--- src/rtl/irq_pkg.sv ---
package irq_pkg;
  localparam int unsigned STAT_W = 8;

  localparam int unsigned BIT_RCV   = 0;
  localparam int unsigned BIT_TX    = 1;
  localparam int unsigned BIT_TXEMP = 2;
  localparam int unsigned BIT_ALLOC = 3;
  localparam int unsigned BIT_OVRN  = 4;
  localparam int unsigned BIT_RSVD  = 5;
  localparam int unsigned BIT_AUX0  = 6;
  localparam int unsigned BIT_AUX1  = 7;

  localparam logic [STAT_W-1:0] RESET_STATUS = 8'h04;

  typedef struct packed {
    logic tx_empty;
    logic txdone_nonempty;
    logic alloc_req;
    logic alloc_done;
    logic rx_ovrn;
    logic rx_land;
    logic rx_pop;
    logic rx_more;
    logic [1:0] aux;
  } irq_src_t;
endpackage

--- src/rtl/irq_wr_decode.sv ---
module irq_wr_decode
  import irq_pkg::*;
#(
  parameter logic [STAT_W-1:0] ACK_MASK = 8'hD6
) (
  input  logic              clk_i,
  input  logic              rst_ni,
  input  logic              wr_en_i,
  input  logic              wr_addr_i,
  input  logic [STAT_W-1:0] wr_data_i,
  output logic [STAT_W-1:0] ack_clr_o,
  output logic              mask_we_o,
  output logic              pop_o
);
  logic ack_we;
  logic pop_q;

  assign ack_we    = wr_en_i & ~wr_addr_i;
  assign mask_we_o = wr_en_i & wr_addr_i;
  // protected bits never reach the clear vector
  assign ack_clr_o = ack_we ? (wr_data_i & ACK_MASK) : '0;

  always_ff @(posedge clk_i or negedge rst_ni) begin
    if (!rst_ni) pop_q <= 1'b0;
    else         pop_q <= ack_we & wr_data_i[BIT_TX];
  end

  assign pop_o = pop_q;
endmodule

--- src/rtl/irq_mask_reg.sv ---
module irq_mask_reg
  import irq_pkg::*;
(
  input  logic              clk_i,
  input  logic              rst_ni,
  input  logic              we_i,
  input  logic [STAT_W-1:0] data_i,
  output logic [STAT_W-1:0] mask_o
);
  logic [STAT_W-1:0] mask_q;

  always_ff @(posedge clk_i or negedge rst_ni) begin
    if (!rst_ni)   mask_q <= '0;
    else if (we_i) mask_q <= data_i;
  end

  assign mask_o = mask_q;
endmodule

--- src/rtl/irq_status_reg.sv ---
module irq_status_reg
  import irq_pkg::*;
(
  input  logic              clk_i,
  input  logic              rst_ni,
  input  logic [STAT_W-1:0] ack_clr_i,
  input  irq_src_t          src_i,
  output logic [STAT_W-1:0] status_o
);
  logic [STAT_W-1:0] status_q, status_d, set_vec;

  // bits raised this cycle: queue-derived levels and event pulses
  always_comb begin
    set_vec            = '0;
    set_vec[BIT_TXEMP] = src_i.tx_empty;
    set_vec[BIT_TX]    = src_i.txdone_nonempty;
    set_vec[BIT_OVRN]  = src_i.rx_ovrn;
    set_vec[BIT_AUX0]  = src_i.aux[0];
    set_vec[BIT_AUX1]  = src_i.aux[1];
  end

  always_comb begin
    status_d = (status_q & ~ack_clr_i) | set_vec;
    if (src_i.alloc_req)  status_d[BIT_ALLOC] = 1'b0;
    if (src_i.alloc_done) status_d[BIT_ALLOC] = 1'b1;
    if (src_i.rx_pop)     status_d[BIT_RCV]   = src_i.rx_more;
    if (src_i.rx_land)    status_d[BIT_RCV]   = 1'b1;
    status_d[BIT_RSVD] = 1'b0;
  end

  always_ff @(posedge clk_i or negedge rst_ni) begin
    if (!rst_ni) status_q <= RESET_STATUS;
    else         status_q <= status_d;
  end

  assign status_o = status_q;
endmodule

--- src/rtl/int_status_unit.sv ---
module int_status_unit
  import irq_pkg::*;
#(
  parameter logic [7:0] ACK_MASK = 8'hD6
) (
  input  logic       clk_i,
  input  logic       rst_ni,
  input  logic       wr_en_i,
  input  logic       wr_addr_i,
  input  logic [7:0] wr_data_i,
  input  logic       tx_q_empty_i,
  input  logic       txdone_q_nonempty_i,
  input  logic       alloc_req_i,
  input  logic       alloc_done_i,
  input  logic       rx_ovrn_i,
  input  logic       rx_land_i,
  input  logic       rx_pop_i,
  input  logic       rx_q_more_i,
  input  logic [1:0] aux_evt_i,
  output logic [7:0] status_o,
  output logic [7:0] mask_o,
  output logic       irq_o,
  output logic       txdone_pop_o
);
  logic [STAT_W-1:0] ack_clr;
  logic              mask_we;
  irq_src_t          src;

  assign src = '{tx_empty:        tx_q_empty_i,
                 txdone_nonempty: txdone_q_nonempty_i,
                 alloc_req:       alloc_req_i,
                 alloc_done:      alloc_done_i,
                 rx_ovrn:         rx_ovrn_i,
                 rx_land:         rx_land_i,
                 rx_pop:          rx_pop_i,
                 rx_more:         rx_q_more_i,
                 aux:             aux_evt_i};

  irq_wr_decode #(.ACK_MASK(ACK_MASK)) u_dec (
    .clk_i     (clk_i),
    .rst_ni    (rst_ni),
    .wr_en_i   (wr_en_i),
    .wr_addr_i (wr_addr_i),
    .wr_data_i (wr_data_i),
    .ack_clr_o (ack_clr),
    .mask_we_o (mask_we),
    .pop_o     (txdone_pop_o)
  );

  irq_mask_reg u_mask (
    .clk_i  (clk_i),
    .rst_ni (rst_ni),
    .we_i   (mask_we),
    .data_i (wr_data_i),
    .mask_o (mask_o)
  );

  irq_status_reg u_stat (
    .clk_i     (clk_i),
    .rst_ni    (rst_ni),
    .ack_clr_i (ack_clr),
    .src_i     (src),
    .status_o  (status_o)
  );

  assign irq_o = |(status_o & mask_o);
endmodule

--- config.mk ---
export PLATFORM = sky130hd
export DESIGN_NAME = int_status_unit
export DESIGN_NICKNAME = d
export VERILOG_FILES = /design/src/rtl/irq_pkg.sv /design/src/rtl/irq_wr_decode.sv /design/src/rtl/irq_mask_reg.sv /design/src/rtl/irq_status_reg.sv /design/src/rtl/int_status_unit.sv
export SDC_FILE = /design/constraint.sdc
export NUM_CORES = 1
export LEC_CHECK = 0
export BUFFER_PORTS_ARGS = -buffer_cell sky130_fd_sc_hd__buf_2
export CAP_MARGIN = 20
export CORE_ASPECT_RATIO = 0.9
export CORE_MARGIN = 3
export CORE_UTILIZATION = 36
export CTS_CLUSTER_DIAMETER = 40
export DETAILED_ROUTE_END_ITERATION = 6
export GPL_ROUTABILITY_DRIVEN = 1
export GPL_TIMING_DRIVEN = 0
export PLACE_DENSITY = 0.72
export SLEW_MARGIN = 30
export SYNTH_ARGS = -nofsm -noshare
export SYNTH_HDL_FRONTEND = slang
export SYNTH_SLANG_ARGS = --single-unit
--- constraint.sdc ---
create_clock -name clk_i -period 1.1 [get_ports clk_i]
set_clock_uncertainty 0.1 [all_clocks]
set_input_delay 0.22 -clock clk_i [delete_from_list [all_inputs] [get_ports clk_i]]
set_output_delay 0.22 -clock clk_i [all_outputs]
set_load 0.05 [all_outputs]
Yosys cells after proc, flatten, opt, wreduce, memory -nomap -nowiden
Index checks and enable logic that the tools add are counted.
W data, S select, Z words.
- bits in registers: 16
- bits of input ports: 22
- output and inout bits: 18
- logic and storage cells: 17
- mux-type cells: 5
- bitwise logic cells: 8
- reduce and logical (&&, ||, !) cells: 1
- operators with widths (operator ; count):
    $and A8 B8 Y8 ; 2
    $mux W8 ; 1
    $not A8 Y8 ; 1
    $or A8 B8 Y8 ; 1
    $reduce_or A8 Y1 ; 1
    $mux W1 ; 4
    $and A1 B1 Y1 ; 3
    $not A1 Y1 ; 1

Depth between registers and ports, before layout
Gate-level depths: netlist of run 1.
- depth after elaboration: 8
- gate-level depth with buffers: 2
- depth with buffers taken out: 2

By module
From an unflattened synthesis of run 1, not the netlist that was laid out.
- cell total of the unflattened synthesis: 56
- area total of the unflattened synthesis: 739.5 um2
- by module, submodules not included (module ; times used ; cells each ; area an instance (um2) ; sequential area each (um2)):
    irq_mask_reg ; 1 ; 17 ; 331.6 ; 200.2
    irq_status_reg ; 1 ; 23 ; 269.0 ; 176.4
    irq_wr_decode ; 1 ; 11 ; 102.6 ; 25.0
    int_status_unit ; 1 ; 5 ; 36.3 ; 0.0

Worst setup path after synthesis of run 1
No wires, ideal clock.
- kind: register -> output
- start point: register u_mask.mask_q[4] (netlist: u_mask.mask_o[4])
- end point: output irq_o
- arrival time: 1378 ps
- data required time: 780 ps
- path slack: -598 ps
- stages on the path, launching flop included: 3
- path buffers: 0
- cell sequence: dfrtp_1 -> a222oi_1 -> nand3_1
- cells in the longest elaborated chain, start to end: 2
- RTL lines (item ; line ; RTL):
    start: declaration ; irq_mask_reg.sv:10 ; logic [STAT_W-1:0] mask_q;
    start signal: assignment ; irq_mask_reg.sv:14 ; else if (we_i) mask_q <= data_i;
    $and A8 B8 Y8 ; int_status_unit.sv:66 ; assign irq_o = |(status_o & mask_o);
    $reduce_or A8 Y1 ; int_status_unit.sv:66 ;
    end: declaration ; int_status_unit.sv:22 ; output logic irq_o,
No other way between the ends.

Final worst setup path of run 1
Same ends and word-level chain as after synthesis.

==> results.md, run 1 <==
- Status: finished with violations
- Failing checks: negative setup slack
- Net switching power: 0.571 mW
- First-pass GRT wire length: 2730 um
- Initial antenna violation count: 0
- Vias/cell: about 4.9
- Ys flop type: dfrtp_1
- Post-Syn Instances: 46
- RSZ-0062 raised after global routing: true
- Startpoint types: flop
- Layout area overhead: 70.1%
- Leakage: 0.520 nW
- Max Cap Violations: 0
- Root Buffer: clkbuf_4
- WHS: 0.00669 ns
- Required @ worst endpoint: just under 0.8 ns
- Ant diodes: 0
- Area contributors post-synth: dfrtp_1 (58%), mux2_2 (14%), a21o_1 (5.8%)
- Chip width: 50.9 um
- Async set or reset register ratio after synthesis: 100%
- IO Count: 40
- CTS tree: built
- Net Sw Frac: 35.4%
- Yosys warning total: 0
- Final setup vio count: 17
- Fmax: 578 MHz
- Clk slew on worst S/H paths: 0.09 ns
- Critical path endpoint category: primary output
- Post-synth top cells: dfrtp_1 (15), mux2_2 (8), a21o_1 (5), nand3b_1 (4)
- Final hold violations: 0
- Clk pwr share: roughly a fifth
- Crit Path Max Fanout: 3
- Worst setup margin: -0.630 ns
- Syn nets: 68
- Clock Tree Buf Depth: 2
- Maximum VDD drop: 0.793 mV
- Die area: roughly 0.0024 mm^2
- Crit share post-route: 157%
- Post-layout util: between 70% and 80%
- Post-DRT Antenna Nets: 0
- DIE HEIGHT: 46.4 um
- Core area: 0.00158 mm^2
- Syn avg cell area: about 14 um^2
- Netlist cell types: 16
- Logic pwr share: 35.2%
- Sequential share of power: 44.2%
- Flop-to-flop setup slack: between 0.1 and 0.15 ns
- Pint: roughly 1.0 mW
- Final Max Slew Viols: 0
- Nets: 118
- GRT Overall Usage: 16.3%
- 1st-iter DRT viols: 4
- Wirelength per Cell: between 10 and 15 um
- FP Rows: 13
- Power Density: 1450 mW/mm^2
- Most frequent cell after synthesis: dfrtp_1
- Cell Area, Synth: approximately 650 um^2
- Hold Crit Class: in2reg
- Vias in the first global route: around 620
- Setup CP Type: reg2out
- Gr ovfl total: 0
- Clock sink count: 16
- Post-route DRC: 0
- Share of layout cells above drive strength 1: between 70% and 80%
- Critical path data arrival time: 1.41 ns
- Vias: 576
- Sequential area share after synthesis: 61.6%
- PortBufs: 38
- Overall power after layout: between 1.5 and 2 mW
- Clock Latency Late Sink: 0.29 ns
- CTS HTree Levels: 1
- WL final: around 1600 um
- Largest net degree at the start of global routing: 17
- Crit path time final: 1.73 ns
- Post-synth EDFFs: 0
- Share of the synthesized area in the top cell type: 57.6%
- Final GP Congestion: 0.663
- DRT Pass-1 Iters: 4
- Clock buffer count from CTS: 3
- Synthesized flop and latch total: 16
- Initial cell density of the core: 41.3%
- Post-synth top area cell: dfrtp_1
cell families (layout without fill, tap and decap cells):
group,after synthesis,after routing,synth area share (%)
mux,8,8,13.8
simple gates,8,8,9.60
flops,16,16,61.6
buf+inv,3,52,2.30
other cells,1,1,0.575
compound gates,10,10,12.1
path summary, 6_finish.rpt:
check,endpoint,start,depth (start not counted)
worst max register to register,u_stat.status_o[0]$_DFF_PN0_,u_stat.status_o[0]$_DFF_PN0_,2
worst min-delay path,u_stat.status_o[2]$_DFF_PN1_,tx_q_empty_i,2
max in group asynchronous,u_stat.status_o[2]$_DFF_PN1_,rst_ni,2
min in group asynchronous,u_mask.mask_o[5]$_DFFE_PN0P_,rst_ni,2
worst min register to register,u_stat.status_o[6]$_DFF_PN0_,u_stat.status_o[6]$_DFF_PN0_,1
worst max-delay path,irq_o,u_mask.mask_o[4]$_DFFE_PN0P_,3
placed cells by master (no fill, tap or decap), drive strengths merged:
cell type,instances
buf,41
dfrtp,15
mux2,8
a21o,5
dlygate4sd3,5
nand3b,4
clkbuf,4
inv,2
a22oi,2
and3b,1
o21bai,1
a222oi,1
nand3,1
nor2b,1
a211o,1
nand2,1
conb,1
dfstp,1
per-stage QoR:
stage / TNS, ns / cell area [um^2] / cells / setup WS, ns
after CTS: -2.43 / 1050 / 113 / -0.642
after global routing: -3.11 / 1110 / 117 / -0.706
after detailed placement: -0.361 / 888 / 106 / -0.361
after floorplan: -0.427 / 671 / 46 / -0.427
final: -2.41 / 1110 / 117 / -0.630
after global placement: -0.358 / 888 / 106 / -0.358
power groups by stage:
stage	Sequential, mW	Clock (mW)	Combinational [mW]
detailed placement	0.711	0	0.453
CTS	0.712	0.335	0.537
global placement	0.707	0	0.448
floorplan	0.920	0	0.103
global route	0.724	0.375	0.596
finish	0.714	0.331	0.568
worst max-delay path, cell delays in order, from the launching register on:
cell and delay, ns:
dfrtp_2 0.43, a222oi_1 0.40, nand3_2 0.13, buf_8 0.16
sequential cells by signal, indices dropped and copies added (netlist names):
| name | flops |
|---|---|
| u_dec.pop_o | 1 |
| u_mask.mask_o | 8 |
| u_stat.status_o | 7 |
layer usage:
layer | GRT usage, % | vias to the layer above | wire, um
li1 | - | 261 | -
met5 | 0 | - | 0
met3 | 4.53 | 2 | 122
met2 | 29.7 | 27 | 842
met1 | 17.8 | 286 | 646
met4 | 8.06 | 0 | 14
layout make-up:
cell class / count / area, um^2
flip-flops and latches: 16 / 415
clock buffers: 4 / 26.3
repair buffers: 45 / 384
well taps: 22 / 27.5
multi-input cells: 27 / 240
inverters: 2 / 7.51
plain buffers: 1 / 7.51
fillers: 126 / 469
repair_timing:
action,CTS,global route
gates resized for setup,34,6
pin swaps,2,2
endpoints found under the hold margin,16,3
setup buffers,1,1
endpoints found under the setup margin,17,17
hold buffers,2,3
Note: power is estimated with default switching activity, not from simulation.
==> run 2: changes to the inputs <==
RECOVER_POWER = 25   (was unset)
==> run 2 against run 1 <==
Net effect:
- core utilization is 0.079 points lower
- cell area is 0.11% lower
- largest power group unchanged
- global-route usage stayed put
- setup slack hardly changed
- hold slack hardly changed
- flip-flop and latch count stayed put
- the flow still finishes with violations (negative setup slack)
- final cell count stayed put
==> results.md, run 2 (synthesis gave the netlist of run 1 again) <==
- Reg-to-reg critical path startpoint: u_stat.status_o[0]$_DFF_PN0_
- PortBufs: 38
- Post-route DRC: 0
- Worst Setup SP: u_mask.mask_o[4]$_DFFE_PN0P_
- Core area: 0.00158 mm^2
- Root Buffer: clkbuf_4
- Vias in the first global route: 622
- Largest net degree at the start of global routing: 17
- Critical path endpoint category: primary output
- Area of the multi-input gates: 240 um^2
- Final setup vio count: 17
- CTS HTree Levels: 1
- Gr ovfl total: 0
- Clock Latency Late Sink: approximately 0.29 ns
- Power Density: 1460 mW/mm^2
- Critical path data arrival time: roughly 1.4 ns
- Status: finished with violations
- Nets: 118
- Fmax: approximately 580 MHz
- Leakage: between 0.5 and 0.6 nW
- Post-DRT Antenna Nets: 0
- Final hold violations: 0
- Vias: approximately 580
- Setup CP Type: reg2out
- DIE HEIGHT: 46.4 um
- Max Cap Violations: 0
- Reg-to-Reg End: u_stat.status_o[0]$_DFF_PN0_
- Chip width: slightly above 50 um
- Commonest non-fill, non-tap cell in the layout: buf_2
- 1st-iter DRT viols: 4
- Overall power after layout: 1.61 mW
- Maximum VDD drop: 0.787 mV
- First-pass GRT wire length: 2730 um
- FP Rows: 13
- Final instance area: 0.00111 mm^2
- Clk pwr share: 20.5%
- Worst setup margin: -0.630 ns
- Failing checks: negative setup slack
- Layout area overhead: 69.9%
- Initial antenna violation count: 0
- Clock buffer count from CTS: 3
- Clock Tree Buf Depth: 2
- DRT Pass-1 Iters: 4
- Sequential share of power: 44.3%
- Worst R2R Path Depth: 2
- WHS Path Cells: 2
- Crit Path Max Fanout: 3
- Net Sw Frac: 35.4%
- Final Max Slew Viols: 0
- Die area: 0.00236 mm^2
- Placement Cell Area: about 900 um^2
- Share of layout cells above drive strength 1: between 60% and 70%
- RSZ-0062 raised after global routing: true
- Crit path time final: 1.73 ns
- Vias/cell: slightly below 5
- Logic pwr share: 35.2%
- Startpoint types: flop
- Ant diodes: 0
- Clock sink count: 16
- Wirelength per Cell: 13.9 um
- Crit share post-route: 157%
- Required @ worst endpoint: a little under 0.8 ns
- Hold Crit Class: in2reg
- Initial cell density of the core: 41.3%
- Flop-to-flop setup slack: about 0.12 ns
- GRT Overall Usage: 16.3%
- Fill count: 127
- WL final: 1630 um
- CTS tree: built
- Final GP Congestion: 0.663
- IO Count: 40
- Most frequent cells in the layout: buf_2 (19), buf_6 (13), dfrtp_2 (11)
- Pint: 1.04 mW
- Max reg flops: 8
- Clk slew on worst S/H paths: 0.09 ns
- Register area: ~420 um^2
- Termination of the worst setup path: irq_o
- Net switching power: 0.571 mW
-- run 2: cell count changes in the layout (fill, tap and decap cells not counted), sizes merged --
cell	delta
clkbuf	+2
buf	-2
-- run 2: final cells by class --
cell class	instances	area share (%)
buffer	1	0.678
clock buffer	4	2.37
inverter	2	0.678
multi-input combinational	27	21.7
sequential	16	37.5
tap	22	2.49
timing repair buffer	45	34.6
-- run 2: stage by stage --
step | std cells | hold WS [ns] | setup TNS (ns) | util (%) | setup WS, ns
2_1_floorplan | 46 | -0.176 | -0.427 | - | -0.427
3_3_place_gp | 106 | 0.0480 | -0.358 | 56.3 | -0.358
3_5_place_dp | 106 | 0.0503 | -0.361 | 56.3 | -0.361
4_1_cts | 113 | 0.000815 | -2.43 | 66.5 | -0.642
5_1_grt | 117 | 0.0134 | -3.11 | 70.2 | -0.706
6_report | 117 | 0.00681 | -2.41 | 70.2 | -0.630
-- run 2: per-layer routing --
layer	up-vias	part of all wire [%]	track usage, %
met4	0	0.86	8.06
met5	-	0	0
met1	285	40	17.8
li1	261	-	-
met2	27	52	29.7
met3	2	7.6	4.53
-- run 2: what timing repair did --
action	4_1_cts	5_1_grt
hold endpoints to repair	16	3
endpoints found under the setup margin	17	17
buffers inserted	1	1
pin swaps	2	2
hold buffers	2	3
gates resized for setup	34	6
-- run 2: power by group through the flow --
stage	Sequential (mW)	Combinational [mW]	Clock (mW)
floorplan	0.920	0.103	0
global placement	0.707	0.448	0
detailed placement	0.711	0.453	0
CTS	0.712	0.537	0.335
global route	0.724	0.596	0.375
finish	0.714	0.568	0.331
-- run 2: worst min-delay path by stage --
stage                 startpoint                      endpoint  slack (ns)
floorplan                 rst_ni         u_dec.pop_o$_DFF_PN0_       -0.18
global placement          rst_ni  u_stat.status_o[3]$_DFF_PN0_        0.05
detailed placement        rst_ni         u_dec.pop_o$_DFF_PN0_        0.05
CTS                 aux_evt_i[0]  u_stat.status_o[6]$_DFF_PN0_      0.0008
global route        tx_q_empty_i  u_stat.status_o[2]$_DFF_PN1_        0.01
finish              tx_q_empty_i  u_stat.status_o[2]$_DFF_PN1_       0.007
-- run 2: critical path, cell delays in order, from the launching register on --
cell and delay, ns:
dfrtp_2 0.43, a222oi_1 0.40, nand3_2 0.13, buf_8 0.16
